$ cat config.mk
export PLATFORM = sky130hd
export DESIGN_NAME = tone_synth
export DESIGN_NICKNAME = d
export VERILOG_FILES = /design/src/rtl/tone_pkg.sv /design/src/rtl/tone_pwm_counter.sv /design/src/rtl/tone_phase_accum.sv /design/src/rtl/tone_sine_rom.sv /design/src/rtl/tone_synth.sv
export SDC_FILE = /design/constraint.sdc
export NUM_CORES = 1
export LEC_CHECK = 0
export CORE_ASPECT_RATIO = 0.9
export CORE_MARGIN = 4
export CORE_UTILIZATION = 26
export DETAILED_ROUTE_END_ITERATION = 10
export PLACE_DENSITY = 0.51
export SKIP_LAST_GASP = 1
export SYNTH_ARGS = -nofsm -noshare
export SYNTH_HDL_FRONTEND = slang
export SYNTH_SLANG_ARGS = --single-unit
$ cat constraint.sdc
create_clock -name clk_i -period 2.7 [get_ports clk_i]
set_input_delay 0.27 -clock clk_i [delete_from_list [all_inputs] [get_ports clk_i]]
set_output_delay 0.27 -clock clk_i [all_outputs]
set_load 0.05 [all_outputs]
$ cat src/rtl/tone_pkg.sv
package tone_pkg;

  localparam real TWO_PI = 6.283185307179586;

  // Rounded sine sample centred on midscale, spanning 0 .. 2**dw-1
  function automatic int sine_code(input int idx, input int aw, input int dw);
    real amp;
    real ang;
    amp = ((2.0 ** dw) - 1.0) / 2.0;
    ang = TWO_PI * idx / (2.0 ** aw);
    return $rtoi(amp + amp * $sin(ang) + 0.5);
  endfunction

  // Geometric increment set: base, base<<shift, base<<2*shift, ...
  function automatic longint step_inc(input int k, input int base, input int shift);
    return longint'(base) << (shift * k);
  endfunction

endpackage

$ cat src/rtl/tone_pwm_counter.sv
module tone_pwm_counter #(
  parameter int CNT_W = 8
) (
  input  logic             clk_i,
  input  logic             rst_i,
  input  logic             en_i,
  output logic [CNT_W-1:0] cnt_q,
  output logic [CNT_W-1:0] cnt_nxt,
  output logic             wrap_o
);
  localparam logic [CNT_W-1:0] TOP = '1;

  assign wrap_o  = en_i && (cnt_q == TOP);
  assign cnt_nxt = en_i ? cnt_q + 1'b1 : '0;

  always_ff @(posedge clk_i) begin
    if (rst_i) cnt_q <= '0;
    else       cnt_q <= cnt_nxt;
  end

  // parked counter sits at zero
  p_park_zero_r9: assert property (@(posedge clk_i) disable iff (rst_i)
    !en_i |=> (cnt_q == '0));

  // single-slope count, one step per cycle and wrap to zero
  p_step_r2: assert property (@(posedge clk_i) disable iff (rst_i)
    (en_i && cnt_q != TOP) |=> (cnt_q == $past(cnt_q) + 1'b1));

  p_wrap_r2: assert property (@(posedge clk_i) disable iff (rst_i)
    wrap_o |=> (cnt_q == '0));
endmodule

$ cat src/rtl/tone_phase_accum.sv
module tone_phase_accum #(
  parameter int ACC_W      = 16,
  parameter int FREQ_W     = 8,
  parameter int SEL_W      = 3,
  parameter int NUM_STEPS  = 7,
  parameter int BASE_INC   = 2,
  parameter int STEP_SHIFT = 2,
  parameter int LUT_AW     = 8
) (
  input  logic              clk_i,
  input  logic              rst_i,
  input  logic              wrap_i,
  input  logic [FREQ_W-1:0] freq_i,
  output logic [LUT_AW-1:0] addr_o
);
  import tone_pkg::*;

  localparam int LAST = NUM_STEPS - 1;

  logic [ACC_W-1:0] inc_tab [NUM_STEPS];
  logic [ACC_W-1:0] phase_q;
  logic [ACC_W-1:0] inc_q;
  logic [SEL_W-1:0] sel;
  logic [SEL_W-1:0] idx;
  logic             unused_low;

  for (genvar g = 0; g < NUM_STEPS; g++) begin : g_inc
    assign inc_tab[g] = ACC_W'(step_inc(g, BASE_INC, STEP_SHIFT));
  end

  assign sel        = freq_i[FREQ_W-1 -: SEL_W];
  assign unused_low = ^freq_i[FREQ_W-SEL_W-1:0];

  always_comb begin
    if (int'(sel) > LAST) idx = SEL_W'(LAST);
    else                  idx = sel;
  end

  always_ff @(posedge clk_i) begin
    if (rst_i) begin
      phase_q <= '0;
      inc_q   <= '0;
    end else if (wrap_i) begin
      phase_q <= phase_q + inc_q;
      inc_q   <= inc_tab[idx];
    end
  end

  assign addr_o = phase_q[ACC_W-1 -: LUT_AW];

  // between wraps (and while parked) nothing moves
  p_hold_between_r7: assert property (@(posedge clk_i) disable iff (rst_i)
    !wrap_i |=> ($stable(phase_q) && $stable(inc_q)));

  // every increment in the set is a single power of two (or zero after reset)
  p_inc_pow2_r6: assert property (@(posedge clk_i) disable iff (rst_i)
    wrap_i |=> ($countones(inc_q) <= 1));
endmodule

$ cat src/rtl/tone_sine_rom.sv
module tone_sine_rom #(
  parameter int AW = 8,
  parameter int DW = 8
) (
  input  logic          clk_i,
  input  logic [AW-1:0] addr_i,
  output logic [DW-1:0] data_q
);
  import tone_pkg::*;

  localparam int DEPTH = 1 << AW;

  logic [DW-1:0] mem [DEPTH];

  initial begin
    for (int i = 0; i < DEPTH; i++) mem[i] = DW'(sine_code(i, AW, DW));
  end

  always_ff @(posedge clk_i) data_q <= mem[addr_i];
endmodule

$ cat src/rtl/tone_synth.sv
module tone_synth #(
  parameter int ACC_W      = 16,
  parameter int CNT_W      = 8,
  parameter int FREQ_W     = 8,
  parameter int SEL_W      = 3,
  parameter int NUM_STEPS  = 7,
  parameter int BASE_INC   = 2,
  parameter int STEP_SHIFT = 2
) (
  input  logic              clk_i,
  input  logic              rst_i,
  input  logic              en_i,
  input  logic [FREQ_W-1:0] freq_i,
  output logic              pwm_o,
  output logic              strobe_o
);
  localparam int LUT_AW = CNT_W;
  localparam int DUTY_W = CNT_W;
  localparam logic [DUTY_W-1:0] MID = DUTY_W'(1) << (DUTY_W - 1);

  logic [CNT_W-1:0]  cnt_q;
  logic [CNT_W-1:0]  cnt_nxt;
  logic              wrap;
  logic [LUT_AW-1:0] addr;
  logic [DUTY_W-1:0] sine_q;
  logic [DUTY_W-1:0] duty_q;
  logic [DUTY_W-1:0] duty_nxt;

  tone_pwm_counter #(.CNT_W(CNT_W)) u_cnt (
    .clk_i(clk_i), .rst_i(rst_i), .en_i(en_i),
    .cnt_q(cnt_q), .cnt_nxt(cnt_nxt), .wrap_o(wrap)
  );

  tone_phase_accum #(
    .ACC_W(ACC_W), .FREQ_W(FREQ_W), .SEL_W(SEL_W), .NUM_STEPS(NUM_STEPS),
    .BASE_INC(BASE_INC), .STEP_SHIFT(STEP_SHIFT), .LUT_AW(LUT_AW)
  ) u_acc (
    .clk_i(clk_i), .rst_i(rst_i), .wrap_i(wrap), .freq_i(freq_i), .addr_o(addr)
  );

  tone_sine_rom #(.AW(LUT_AW), .DW(DUTY_W)) u_rom (
    .clk_i(clk_i), .addr_i(addr), .data_q(sine_q)
  );

  // Duty is reloaded only at wrap, from the sample read for the phase before it
  assign duty_nxt = wrap ? sine_q : duty_q;

  always_ff @(posedge clk_i) begin
    if (rst_i) begin
      duty_q   <= MID;
      pwm_o    <= 1'b0;
      strobe_o <= 1'b0;
    end else begin
      duty_q   <= duty_nxt;
      pwm_o    <= en_i && (cnt_nxt < duty_nxt);
      strobe_o <= wrap;
    end
  end

  // strobe never lasts two cycles
  p_strobe_single_r2: assert property (@(posedge clk_i) disable iff (rst_i)
    strobe_o |=> !strobe_o);

  // parked outputs are low
  p_park_low_r9: assert property (@(posedge clk_i) disable iff (rst_i)
    !en_i |=> (!pwm_o && !strobe_o));

  // zero duty never drives the pin high
  p_zero_duty_r3: assert property (@(posedge clk_i) disable iff (rst_i)
    (duty_q == '0) |-> !pwm_o);

  // the pin is high in the first cycle of a frame unless the duty is zero
  p_frame_start_r3: assert property (@(posedge clk_i) disable iff (rst_i)
    (strobe_o && duty_q != '0) |-> pwm_o);
endmodule

==> flow_metrics.tcl <==
set metrics [dict create \
    synthesis.nets 566 \
    vdd.ir_drop.worst_mv 0.2606 \
    initial_utilization 0.2651 \
    p_sw_w 0.0002674 \
    synth_top_area_cell "dfxtp_1" \
    cp_max_fo 16 \
    grt_max_degree 62 \
    cp.required_ns 2.87 \
    arrival_ns 2.74 \
    synth-edff-count 0 \
    power_frac_comb 0.028 \
    synthFlopType "dfxtp_1" \
    postCtsHoldBufs 0 \
    post-route-period-util 0.9527 \
    rsz0062_at_grt "no" \
    slew_headroom 0.4890 \
    critPathLaunch "u_acc.phase_q[9]" \
    seqCellArea_um2 964.7 \
    finClkSkew_ns 0.005551 \
    area_growth_pct 10.15 \
    async_flop_share 0 \
    synth.area.top_cells "dfxtp_1 (23%), ha_1 (9.2%), a21oi_1 (6.4%)" \
    yosys_warnings 0 \
    overflow 0 \
    clk_path_buf_depth 2 \
    drc 0 \
    fin_crit_ns 2.572 \
    clk_latency_ns 0.28 \
    core_mm2 0.01544 \
    synthCells 525 \
    tns_ns 0 \
    io-pin-count 13 \
    power_density_mw_per_mm2 294.9 \
    die_w_um 140.3 \
    hold_path_class "reg2reg" \
    dr.pass1.iters 4 \
    cts_root_buffer "clkbuf_16" \
    ys_top_cells_by_count "nor2_1 (53), a21oi_1 (52), dfxtp_1 (48), nand2_1 (40), o21ai_0 (31)" \
    setup_viol 0 \
    p_int_w 0.001062 \
    fill_cells 1659 \
    holdPathStages 2 \
    synth_seq_cells 48 \
    timing.final.hold_violations 0 \
    drv_cap 0 \
    worstMarginPinSlew_ns 0.7655 \
    multi_input_area_mm2 0.002835 \
    io_buffers 7 \
    worstRegToRegCells 6 \
    cts_setup_buffers 0 \
    min_from "u_acc.inc_q[7]" \
    yosysTopAreaCellShare 0.2347 \
    final_util 0.2920 \
    avgSynthCellArea_um2 7.798 \
    status "completed" \
    yosysSeqAreaShare 0.2347 \
    grt.total_usage 0.1281 \
    cts_resized 0 \
    cts.htree.levels 2 \
    diodes 0 \
    ant_nets 0 \
    drtIter0Drc 350 \
    synth.distinct_cells 69 \
    criticalPathCategory "reg2reg" \
    die_h_um 127.0 \
    wirelength_um 11490 \
    grt_pass1_vias 3771 \
    cts_buffers 5 \
    post_drt_wl_per_cell_um 15.87 \
    hpwlAfterDp_um 8008 \
    power_frac_seq 0.535 \
    pwr-share-clk 0.437 \
    antenna_found_initial 0 \
    vias_per_cell 5.453 \
    vias 3948 \
    drive_gt1_frac 0.09770 \
    crit_path_start_kind "flop" \
    yosysMostFrequentCell "nor2_1" \
    grt_pass1_wl_um 19360 \
    cts_tree "built" \
    routabilityCongestion 0.8738 \
    nets 563 \
    clock_sinks 48 \
    netlist_area_mm2 0.004094 \
    slew_violations 0 \
    clk_pin_slew_ns 0.06 \
    rows 43 \
    end_kind "flop" \
    dieArea_mm2 0.01782 \
    worstReg2RegStart "u_acc.phase_q[9]" \
    p_leak_nw 1.622 \
    fmax_mhz 388.7 \
    p_sw_frac 0.2011 \
]
## worst paths after layout
kind | slack, ns | end
worst max-delay path | 0.13 | u_rom.data_q[2]
worst min-delay path | 0.46 | u_acc.inc_q[7]
worst max register to register | 0.13 | u_rom.data_q[2]
worst min register to register | 0.46 | u_acc.inc_q[7]
## worst max-delay path: stages, from the launching register on
cell and delay, ns:
dfxtp_1 0.42, buf_4 0.29, ha_1 0.47, o21ai_0 0.22, a2111oi_0 0.65, nor4_1 0.12
a21oi_1 0.29
## routing by layer
metal | track usage | routed length [µm]
met1 | 0.1805 | 5356
met2 | 0.2106 | 5150
met3 | 0.01834 | 834
met4 | 0.02393 | 146
met5 | 0 | 0
## layout by cell type, fill, tap and decap left out, types with 3 or more instances in the layout
cell type	n
a211o_1	4
a211oi_1	10
a21oi_1	52
a221oi_1	3
a311oi_1	6
a31oi_1	13
a32oi_1	4
and2_1	5
and4_1	3
buf_4	27
clkbuf_16	5
clkdlybuf4s50_1	7
dfxtp_1	45
dfxtp_2	3
ha_1	30
inv_1	8
mux2i_1	19
nand2_1	40
nand2b_1	14
nand3_1	10
nor2_1	53
nor2b_1	21
nor3_1	6
nor4_1	4
o2111ai_1	4
o211ai_1	15
o21a_1	3
o21ai_0	31
o22ai_1	3
o31ai_1	4
xnor2_1	11
xor2_1	10
## cell type report
type | instances | share of cell area
clock buffer | 6 | 0.02858
clock inverter | 1 | 0.001110
inverter | 8 | 0.006659
multi-input combinational | 424 | 0.6287
sequential | 48 | 0.2139
tap | 202 | 0.05605
timing repair buffer | 35 | 0.06493
## per-stage QoR
stage / setup WS (ns) / hold slack [ns] / area, µm² / total power [W] / std cells
CTS: 0.1702 / 0.4628 / 4501 / 0.001345 / 724
global placement: 0.2284 / 0.4484 / 4367 / 0.0007644 / 717
finish: 0.1276 / 0.4620 / 4509 / 0.001330 / 724
floorplan: 0.3294 / 0.4195 / 4094 / 0.0007493 / 525
detailed placement: 0.2229 / 0.4536 / 4367 / 0.0007647 / 717
global route: 0.01541 / 0.4771 / 4509 / 0.001376 / 724
## registers in the layout, indices dropped and copies added, names as in the netlist
| register | count |
|---|---|
| u_acc.inc_q | 7 |
| u_cnt.cnt_q | 8 |
| u_rom.data_q | 8 |
| pwm_o | 1 |
| duty_q | 8 |
| u_acc.phase_q | 15 |
| strobe_o | 1 |
## kinds of logic (layout without fill, tap and decap cells)
logic type / count (synthesis) / after routing / synth area share
AO/OA/AOI/OAI: 177 / 177 / 0.2848
XOR/XNOR: 21 / 21 / 0.04493
adder cells (fa/ha/maj): 30 / 30 / 0.09169
buffers and inverters: 53 / 50 / 0.07488
flip-flops: 48 / 48 / 0.2347
multiplexers: 21 / 21 / 0.05196
AND/OR/NAND/NOR: 175 / 175 / 0.2170
## power groups by stage
stage / Clock [W] / Combinational (W) / Sequential, W
after floorplan: 0 / 0.0000189 / 0.000730
after global placement: 0 / 0.0000366 / 0.000728
after detailed placement: 0 / 0.0000368 / 0.000728
after CTS: 0.000596 / 0.0000373 / 0.000712
after global routing: 0.000624 / 0.0000407 / 0.000712
final: 0.000581 / 0.0000368 / 0.000712
No activity file was read; power rests on OpenSTA's default activity.
